<file path="src/rtl/opstrm_pkg.sv">
package opstrm_pkg;
  localparam int OPC_W     = 8;
  localparam int MAX_PARAM = 3;
  localparam int NP_W      = $clog2(MAX_PARAM + 1);
  localparam int ARG_W     = MAX_PARAM * OPC_W;
  localparam int ADDR_W    = 2 * OPC_W;

  typedef enum logic [1:0] {
    K_SHIFT = 2'd0,
    K_PORT  = 2'd1,
    K_BUS   = 2'd2,
    K_CTRL  = 2'd3
  } cmd_kind_e;

  typedef struct packed {
    logic            legal;
    cmd_kind_e       kind;
    logic [NP_W-1:0] nparam;
    logic            payload;
  } op_info_t;
endpackage

</file>
<file path="src/rtl/opstrm_decode.sv">
module opstrm_decode
  import opstrm_pkg::*;
(
  input  logic [OPC_W-1:0] opc,
  output op_info_t         info
);
  always_comb begin
    info        = '0;
    info.kind   = K_CTRL;
    if (!opc[7]) begin
      info.kind = K_SHIFT;
      case (opc)
        8'h10, 8'h11, 8'h12, 8'h13, 8'h18, 8'h19, 8'h1A, 8'h1B,
        8'h20, 8'h22, 8'h24, 8'h26, 8'h28, 8'h2A, 8'h2C, 8'h2E,
        8'h31, 8'h33, 8'h34, 8'h36, 8'h39, 8'h3B, 8'h3C, 8'h3E,
        8'h4A, 8'h4B, 8'h6A, 8'h6B, 8'h6E, 8'h6F: info.legal = 1'b1;
        default:                                  info.legal = 1'b0;
      endcase
      if (!opc[1]) begin
        info.nparam  = NP_W'(2);
        info.payload = opc[4];
      end else begin
        info.nparam  = (opc[4] || opc[6]) ? NP_W'(2) : NP_W'(1);
      end
    end else begin
      case (opc)
        8'h80, 8'h82: begin info.legal = 1'b1; info.kind = K_PORT; info.nparam = NP_W'(2); end
        8'h81, 8'h83: begin info.legal = 1'b1; info.kind = K_PORT; end
        8'h90:        begin info.legal = 1'b1; info.kind = K_BUS;  info.nparam = NP_W'(1); end
        8'h91, 8'h92: begin info.legal = 1'b1; info.kind = K_BUS;  info.nparam = NP_W'(2); end
        8'h93:        begin info.legal = 1'b1; info.kind = K_BUS;  info.nparam = NP_W'(3); end
        8'h86, 8'h8F, 8'h9C, 8'h9D, 8'h9E:
                      begin info.legal = 1'b1; info.nparam = NP_W'(2); end
        8'h8E:        begin info.legal = 1'b1; info.nparam = NP_W'(1); end
        8'h84, 8'h85, 8'h87, 8'h88, 8'h89, 8'h8A, 8'h8B, 8'h8C, 8'h8D,
        8'h94, 8'h95, 8'h96, 8'h97:
                      info.legal = 1'b1;
        default:      info.legal = 1'b0;
      endcase
    end
  end
endmodule

</file>
<file path="src/rtl/opstrm_framer.sv">
module opstrm_framer
  import opstrm_pkg::*;
#(
  parameter int CNT_W = 16
) (
  input  logic              clk,
  input  logic              rst_n,
  input  logic              in_valid,
  input  logic [OPC_W-1:0]  in_data,
  output logic              in_ready,
  input  op_info_t          info,
  output logic              cmd_valid,
  input  logic              cmd_ready,
  output logic [OPC_W-1:0]  cmd_opcode,
  output logic [1:0]        cmd_kind,
  output logic [NP_W-1:0]   cmd_nparam,
  output logic [ARG_W-1:0]  cmd_arg,
  output logic [CNT_W-1:0]  cmd_count,
  output logic [ADDR_W-1:0] cmd_addr,
  output logic              pay_valid,
  input  logic              pay_ready,
  output logic [OPC_W-1:0]  pay_data,
  output logic              pay_last,
  output logic              err_valid,
  output logic [OPC_W-1:0]  err_byte
);
  typedef enum logic [1:0] {S_OPC, S_PARM, S_ISSUE, S_PAY} st_e;

  st_e                              state_q, state_d;
  logic [OPC_W-1:0]                 opc_q;
  cmd_kind_e                        kind_q;
  logic [NP_W-1:0]                  np_q, idx_q, idx_d;
  logic                             pl_q;
  logic [MAX_PARAM-1:0][OPC_W-1:0]  arg_q, arg_d;
  logic [CNT_W-1:0]                 rem_q, rem_d, cnt_w;
  logic                             err_v_d, err_v_q;
  logic [OPC_W-1:0]                 err_b_q;
  logic                             hdr_en, arg_en, rem_en, err_en;

  assign in_ready = (state_q == S_OPC) || (state_q == S_PARM) ||
                    ((state_q == S_PAY) && pay_ready);

  // count field: bit mode uses one byte, byte mode a little-endian pair
  always_comb begin
    if (opc_q[1]) cnt_w = CNT_W'(arg_q[0]);
    else          cnt_w = CNT_W'({arg_q[1], arg_q[0]});
  end

  always_comb begin
    state_d = state_q;
    idx_d   = idx_q;
    arg_d   = arg_q;
    rem_d   = rem_q;
    err_v_d = 1'b0;
    hdr_en  = 1'b0;
    arg_en  = 1'b0;
    rem_en  = 1'b0;
    err_en  = 1'b0;
    case (state_q)
      S_OPC: if (in_valid) begin
        if (!info.legal) begin
          err_v_d = 1'b1;
          err_en  = 1'b1;
        end else begin
          hdr_en  = 1'b1;
          arg_en  = 1'b1;
          arg_d   = '0;
          idx_d   = '0;
          state_d = (info.nparam == '0) ? S_ISSUE : S_PARM;
        end
      end
      S_PARM: if (in_valid) begin
        arg_en        = 1'b1;
        arg_d[idx_q]  = in_data;
        idx_d         = idx_q + NP_W'(1);
        if (idx_q == np_q - NP_W'(1)) state_d = S_ISSUE;
      end
      S_ISSUE: if (cmd_ready) begin
        if (pl_q) begin
          state_d = S_PAY;
          rem_en  = 1'b1;
          rem_d   = cnt_w;
        end else begin
          state_d = S_OPC;
        end
      end
      S_PAY: if (in_valid && pay_ready) begin
        if (rem_q == '0) begin
          state_d = S_OPC;
        end else begin
          rem_en = 1'b1;
          rem_d  = rem_q - CNT_W'(1);
        end
      end
      default: state_d = S_OPC;
    endcase
  end

  always_ff @(posedge clk or negedge rst_n) begin
    if (!rst_n) begin
      state_q <= S_OPC;
      opc_q   <= '0;
      kind_q  <= K_SHIFT;
      np_q    <= '0;
      pl_q    <= 1'b0;
      idx_q   <= '0;
      arg_q   <= '0;
      rem_q   <= '0;
      err_v_q <= 1'b0;
      err_b_q <= '0;
    end else begin
      state_q <= state_d;
      err_v_q <= err_v_d;
      idx_q   <= idx_d;
      if (hdr_en) begin
        opc_q  <= in_data;
        kind_q <= info.kind;
        np_q   <= info.nparam;
        pl_q   <= info.payload;
      end
      if (arg_en) arg_q   <= arg_d;
      if (rem_en) rem_q   <= rem_d;
      if (err_en) err_b_q <= in_data;
    end
  end

  assign cmd_valid  = (state_q == S_ISSUE);
  assign cmd_opcode = opc_q;
  assign cmd_kind   = kind_q;
  assign cmd_nparam = np_q;
  assign cmd_arg    = arg_q;
  assign cmd_count  = cnt_w;
  assign cmd_addr   = opc_q[0] ? {arg_q[0], arg_q[1]} : {{OPC_W{1'b0}}, arg_q[0]};
  assign pay_valid  = (state_q == S_PAY) && in_valid;
  assign pay_data   = in_data;
  assign pay_last   = (rem_q == '0);
  assign err_valid  = err_v_q;
  assign err_byte   = err_b_q;
endmodule

</file>
<file path="src/rtl/opstrm_parser.sv">
module opstrm_parser
  import opstrm_pkg::*;
#(
  parameter int CNT_W = 16
) (
  input  logic              clk,
  input  logic              rst_n,
  input  logic              in_valid,
  input  logic [7:0]        in_data,
  output logic              in_ready,
  output logic              cmd_valid,
  input  logic              cmd_ready,
  output logic [7:0]        cmd_opcode,
  output logic [1:0]        cmd_kind,
  output logic [1:0]        cmd_nparam,
  output logic [23:0]       cmd_arg,
  output logic [CNT_W-1:0]  cmd_count,
  output logic [15:0]       cmd_addr,
  output logic              pay_valid,
  input  logic              pay_ready,
  output logic [7:0]        pay_data,
  output logic              pay_last,
  output logic              err_valid,
  output logic [7:0]        err_byte
);
  localparam int SYNC_N = 2;

  logic [SYNC_N-1:0] rst_sync_q;
  logic              rst_int_n;
  op_info_t          dec_info;

  always_ff @(posedge clk or negedge rst_n) begin
    if (!rst_n) rst_sync_q <= '0;
    else        rst_sync_q <= {rst_sync_q[SYNC_N-2:0], 1'b1};
  end
  assign rst_int_n = rst_sync_q[SYNC_N-1];

  opstrm_decode u_dec (
    .opc  (in_data),
    .info (dec_info)
  );

  opstrm_framer #(.CNT_W(CNT_W)) u_frm (
    .clk        (clk),
    .rst_n      (rst_int_n),
    .in_valid   (in_valid),
    .in_data    (in_data),
    .in_ready   (in_ready),
    .info       (dec_info),
    .cmd_valid  (cmd_valid),
    .cmd_ready  (cmd_ready),
    .cmd_opcode (cmd_opcode),
    .cmd_kind   (cmd_kind),
    .cmd_nparam (cmd_nparam),
    .cmd_arg    (cmd_arg),
    .cmd_count  (cmd_count),
    .cmd_addr   (cmd_addr),
    .pay_valid  (pay_valid),
    .pay_ready  (pay_ready),
    .pay_data   (pay_data),
    .pay_last   (pay_last),
    .err_valid  (err_valid),
    .err_byte   (err_byte)
  );
endmodule

</file>
<file path="config.mk">
export PLATFORM = sky130hd
export DESIGN_NAME = opstrm_parser
export DESIGN_NICKNAME = d
export VERILOG_FILES = /design/src/rtl/opstrm_pkg.sv /design/src/rtl/opstrm_decode.sv /design/src/rtl/opstrm_framer.sv /design/src/rtl/opstrm_parser.sv
export SDC_FILE = /design/constraint.sdc
export NUM_CORES = 1
export LEC_CHECK = 0
export CAP_MARGIN = 20
export CORE_UTILIZATION = 54
export DETAILED_ROUTE_END_ITERATION = 8
export PLACE_DENSITY = 0.89
export RECOVER_POWER = 100
export SETUP_SLACK_MARGIN = 0.02
export SYNTH_ARGS = -nofsm -noshare
export SYNTH_HDL_FRONTEND = slang
export SYNTH_HIERARCHICAL = 1
export SYNTH_SLANG_ARGS = --single-unit
</file>
<file path="constraint.sdc">
create_clock -name clk -period 6.1 [get_ports clk]
set_input_delay 1.22 -clock clk [delete_from_list [all_inputs] [get_ports clk]]
set_output_delay 1.22 -clock clk [all_outputs]
set_load 0.02 [all_outputs]
</file>
Word level (Yosys, flattened, before mapping)
Memory sizes are Yosys's and may differ from the RTL's.
Index checks and enable logic that the tools add are counted.
- memories: 1
- latch bits: 0
- output and inout bits: 89
- RAM bits: 0
- flip-flop bits (word level): 68
- bits in read-only memories: 128
- div/mod/pow operators: 0
- equality and inequality tests: 40
- magnitude comparators: 2
- reductions and logical operators: 21
- $mul: 0
- muxes and demuxes: 49
- bitwise logic cells: 0
- $add $sub $neg: 3
- shifts and indexed selects: 0
- memories (name ; words ; width ; read ports ; clocked after Yosys merged registers in ; write ports ; RTL line ; source):
    (no name shown) ; 128 ; 1 ; 1 ; 0 ; 0 ; opstrm_decode.sv:12 ; case (opc)
- operator list (cell ; count):
    equality test 8 bit (second input constant) ; 27
    2-to-1 mux 16 bit ; 6
    2-to-1 mux 24 bit ; 3
    case mux 24 bit (2 select lines) ; 1
    case mux 16 bit (2 select lines) ; 1
    2-to-1 mux 2 bit ; 14
    OR reduction 27 bit ; 1
    bitwise mux 24 bit ; 1
    demux 8 bit (select 2 bit) ; 1
    zero test 16 bit ; 1
    subtractor 16 x 1 -> 16 bit (second input constant) ; 1
    2-to-1 mux 1 bit ; 14
    inequality test 2 bit (second input constant) ; 6
    OR reduction 9 bit ; 1
    2-to-1 mux 8 bit ; 1
    case mux 2 bit (2 select lines) ; 2
    case mux 2 bit (4 select lines) ; 1
    OR reduction 4 bit ; 2
    AND reduction 7 bit ; 1
    inequality test 2 x 1 -> 1 bit (second input constant) ; 3
    case mux 2 bit (3 select lines) ; 1
    AND reduction 6 bit ; 1
    2-to-1 mux 5 bit ; 1
    AND reduction 5 bit ; 1
    other kinds (14) ; 23

Logic depth before layout (Yosys ltp)
- word-level depth: 9
- depth in mapped cells: 8
- mapped depth without buffers: 7

Cells and area by module
The synthesis kept the hierarchy.
- by module, submodules not included (module ; area an instance (µm²) ; times used ; cells an instance):
    opstrm_framer ; 3848.7 ; 1 ; 391
    opstrm_decode ; 257.7 ; 1 ; 38
    opstrm_parser ; 53.8 ; 1 ; 3

Worst setup path after synthesis
No wires, ideal clock.
- kind: in2reg
- from: input port in_data[4]
- to: register u_frm.opc_q[3] (netlist: u_frm/cmd_opcode[3])
- setup slack: 2885 ps
- stages: 8
- arrival time: 3090 ps
- data required time: 5975 ps
- cell sequence: clkbuf_1 > a21boi_0 > a211oi_1 > o32ai_1 > and3b_1 > clkbuf_1 > buf_2 > mux2_2
- RTL lines (what ; RTL line ; source):
    from (decl) ; opstrm_parser.sv:9 ; input logic [7:0] in_data,
    to (signal assigned) ; opstrm_framer.sv:116 ; opc_q <= in_data;
    to (decl) ; opstrm_framer.sv:30 ; logic [OPC_W-1:0] opc_q;

Final worst setup path
- from: register u_frm.rem_q[9]
- to: output port pay_last
- longest elaborated chain between the ends: 1
- RTL lines (what ; RTL line ; source):
    from (decl) ; opstrm_framer.sv:35 ; logic [CNT_W-1:0] rem_q, rem_d, cnt_w;
    from (signal assigned) ; opstrm_framer.sv:122 ; if (rem_en) rem_q <= rem_d;
    zero test 16 bit ; opstrm_framer.sv:136 ; assign pay_last = (rem_q == '0);
    to (decl) ; opstrm_parser.sv:22 ; output logic pay_last,
No other way between the ends.

==> flow_summary.yaml <==
floorplan:
  die-area_um2: 8060
  num_rows: 31
  die_y_um: 89.8
  boundaryPins: 102
  start_util_pct: 56.8
  die_w_um: 89.8
  core_um2: 7330
place:
  port_buffers: 101
  place_congestion: 0.934
  dp_hpwl_um: 7860
  placed_cells: 589
  place_area_um2: 5070
setup_path:
  r2r_start: "u_frm/state_q[0]$_DFFE_PN0P_"
  reg2reg_to: "u_frm/rem_q[14]$_DFFE_PN0P_"
  crit_fanout: 8
  crit_type: "reg2out"
  end_kind: "primary output"
  r2r_slack_ns: 1.90
  arrival_ns: 2.99
  start_kind: "flop"
  reg2reg_depth: 5
  startpoint: "u_frm/rem_q[9]$_DFFE_PN0P_"
  crit_required_ns: 4.88
cts:
  cts.root.buffer_cell: "clkbuf_8"
  clock_latency_ns: 0.35
  ctsHoldBuffers: 0
  cts_resized: 0
  cts.htree.levels: 3
  cts_made_buffers: 9
  post_cts_buffers: 0
  clk_pin_slew_worst_paths_ns: 0.08
  cts_buffer_depth: 2
  clock_sinks: 68
  cts_tree: "built"
synth:
  synth-edff-count: 0
  synth-simple-area-share_pct: 18.2
  synth_top_family_by_area: "compound AO/OA/AOI/OAI gates"
  yosysUniqueCellTypes: 71
  synth_warnings: 6
  yosysTopAreaCell: "dfrtp_1"
  synth_cells: 432
  async_reset_ff_share_pct: 100
  synthFlopType: "dfrtp_1"
  synth-compound-area-share_pct: 22.1
  ys_seq_elements: 68
  yosysSeqAreaShare_pct: 40.9
  syn_avg_cell_area_um2: 9.63
  syn_area_um2: 4160
  muxShareOfSynthArea_pct: 8.36
  synth_nets: 450
  synthAdderAreaFrac_pct: 1.50
  ys_top_cells_by_area: "dfrtp_1, mux2_2, a22o_1, o21ai_0, buf_4"
  synth_top_area_share_pct: 40.9
  synthXorXnorAreaFrac_pct: 0.211
global_routing:
  grt_overflow_total: 0
  grt_pass1_wl_um: 18700
  grt_max_degree: 53
  grt_pass1_vias: 3553
  antenna_found_initial: 0
  grt_use_total_pct: 29.4
power:
  power_density_nw_per_um2: 536
  leakage_nw: 2.23
  peakVddDrop_uv: 312
job:
  max_cap_violations: 2
sta:
  rsz0062_at_grt: "false"
  fin_crit_ns: 4.21
  clock_skew_ns: 0.00942
  max_slew_margin_pct: -81.3
  setup_viol: 0
  fmaxAchievable_mhz: 237
  setup_tns_ns: 0
  min_period_over_period_pct: 69.0
  hold_viol: 0
  slew_violations: 96
  whs_ns: 0.274
  tightest_slew_ns: 2.72
detailed_routing:
  vias: 3804
  final_antenna_net_count: 0
  initialDrtViolationCount: 395
  wl_per_cell_um: 19.0
  firstDrtPassIters: 5
  drc_errors: 0
  viasPerCell: 6.28
  wl_um: 11500
layout:
  syn2layout_area_growth_pct: 25.2
  fin_util_pct: 71.1
  layout.cells.non_filler: 606
  final_area_um2: 5210
  drive_gt1_share_pct: 11.0
  nets: 520
  most-common-layout-cells: "dlygate4sd3_1, dfrtp_1, o21ai_0, a22o_1, mux2_2"
  diodes: 0
  fillers: 509
  final_common_cell: "dlygate4sd3_1"
run_status:
  violations: "max-capacitance violations, max-slew violations"
  status: "finished with violations"
hold_path:
  hold_class: "reg2async"
## state kept, by name, summed over array words and instances, names as in the netlist
register and count:
u_frm/cmd_opcode 8, u_frm/err_byte 8, u_frm/err_valid 1, u_frm/state_q 2, u_frm/cmd_kind 2, u_frm/rem_q 16
u_frm/cmd_arg 24, u_frm/cmd_nparam 2, u_frm/pl_q 1, rst_sync_q 2, u_frm/idx_q 2
## kinds of logic (layout without fill, tap and decap cells)
logic type / after synthesis / count (layout)
AO/OA/AOI/OAI: 123 / 123
XOR/XNOR: 1 / 1
adder cells (fa/ha/maj): 5 / 5
buffers and inverters: 74 / 149
flip-flops: 68 / 68
multiplexers: 31 / 31
other: 1 / 1
AND/OR/NAND/NOR: 129 / 129
## worst max-delay path, cell delays in order, from the launching register on
cell	delay [ns]
dfrtp_1	0.41
nor4_1	1.08
nand4_1	0.31
nor2b_1	0.22
clkdlybuf4s50_1	0.62
## where the power goes
part	leakage [nW]	switching (mW)	internal (mW)
clock network	0.0864	0.181	0.147
registers	0.839	0.280	0.652
logic	1.30	0.835	0.698
total	2.23	1.30	1.50
## Yosys cell counts (all sizes together) (4+ instances only)
master   number
dfrtp        68
a2bb2oi       4
o2bb2ai       4
nor3          6
nor3b         5
nor2b        12
clkbuf       19
nor2         19
nand2        23
o221ai        7
inv          27
nand3        20
buf          28
ha            5
nand4         7
o21ai        33
a21oi         9
a22o         33
mux2         30
and2         14
a22oi         4
## how the worst max path moves through the flow
stage / to / slack (ns) / depth (start not counted)
after global placement: u_frm/err_byte[4]$_DFFE_PN0P_ / 2.05 / 6
after CTS: pay_data[4] / 2.13 / 2
after floorplan: u_frm/cmd_opcode[3]$_DFFE_PN0P_ / 2.88 / 8
after global routing: u_frm/rem_q[14]$_DFFE_PN0P_ / 1.46 / 5
final: pay_last / 1.89 / 4
after detailed placement: u_frm/err_byte[7]$_DFFE_PN0P_ / 1.97 / 6
## through the flow
stage               power [mW]  worst slack, ns
global placement          2.52             2.05
floorplan                 1.89             2.88
global route              2.96             1.46
detailed placement        2.57             1.97
CTS                       2.91             2.13
finish                    2.79             1.89
## layer usage
metal	global-route usage [%]	wire length (um)	vias to the layer above
met5	0	0	-
met3	5.92	839	27
li1	-	-	1728
met2	44.4	5410	198
met4	13.8	328	0
met1	40.8	4960	1851
## layout make-up
class	count	area [um2]	share of cell area [%]
inverter	27	101	1.95
sequential	68	1700	32.7
tap	99	124	2.38
clock inverter	6	40.0	0.769
clock buffer	10	128	2.45
timing repair buffer	106	1030	19.8
multi-input combinational	290	2080	39.9
(Power assumes the default switching activity.)
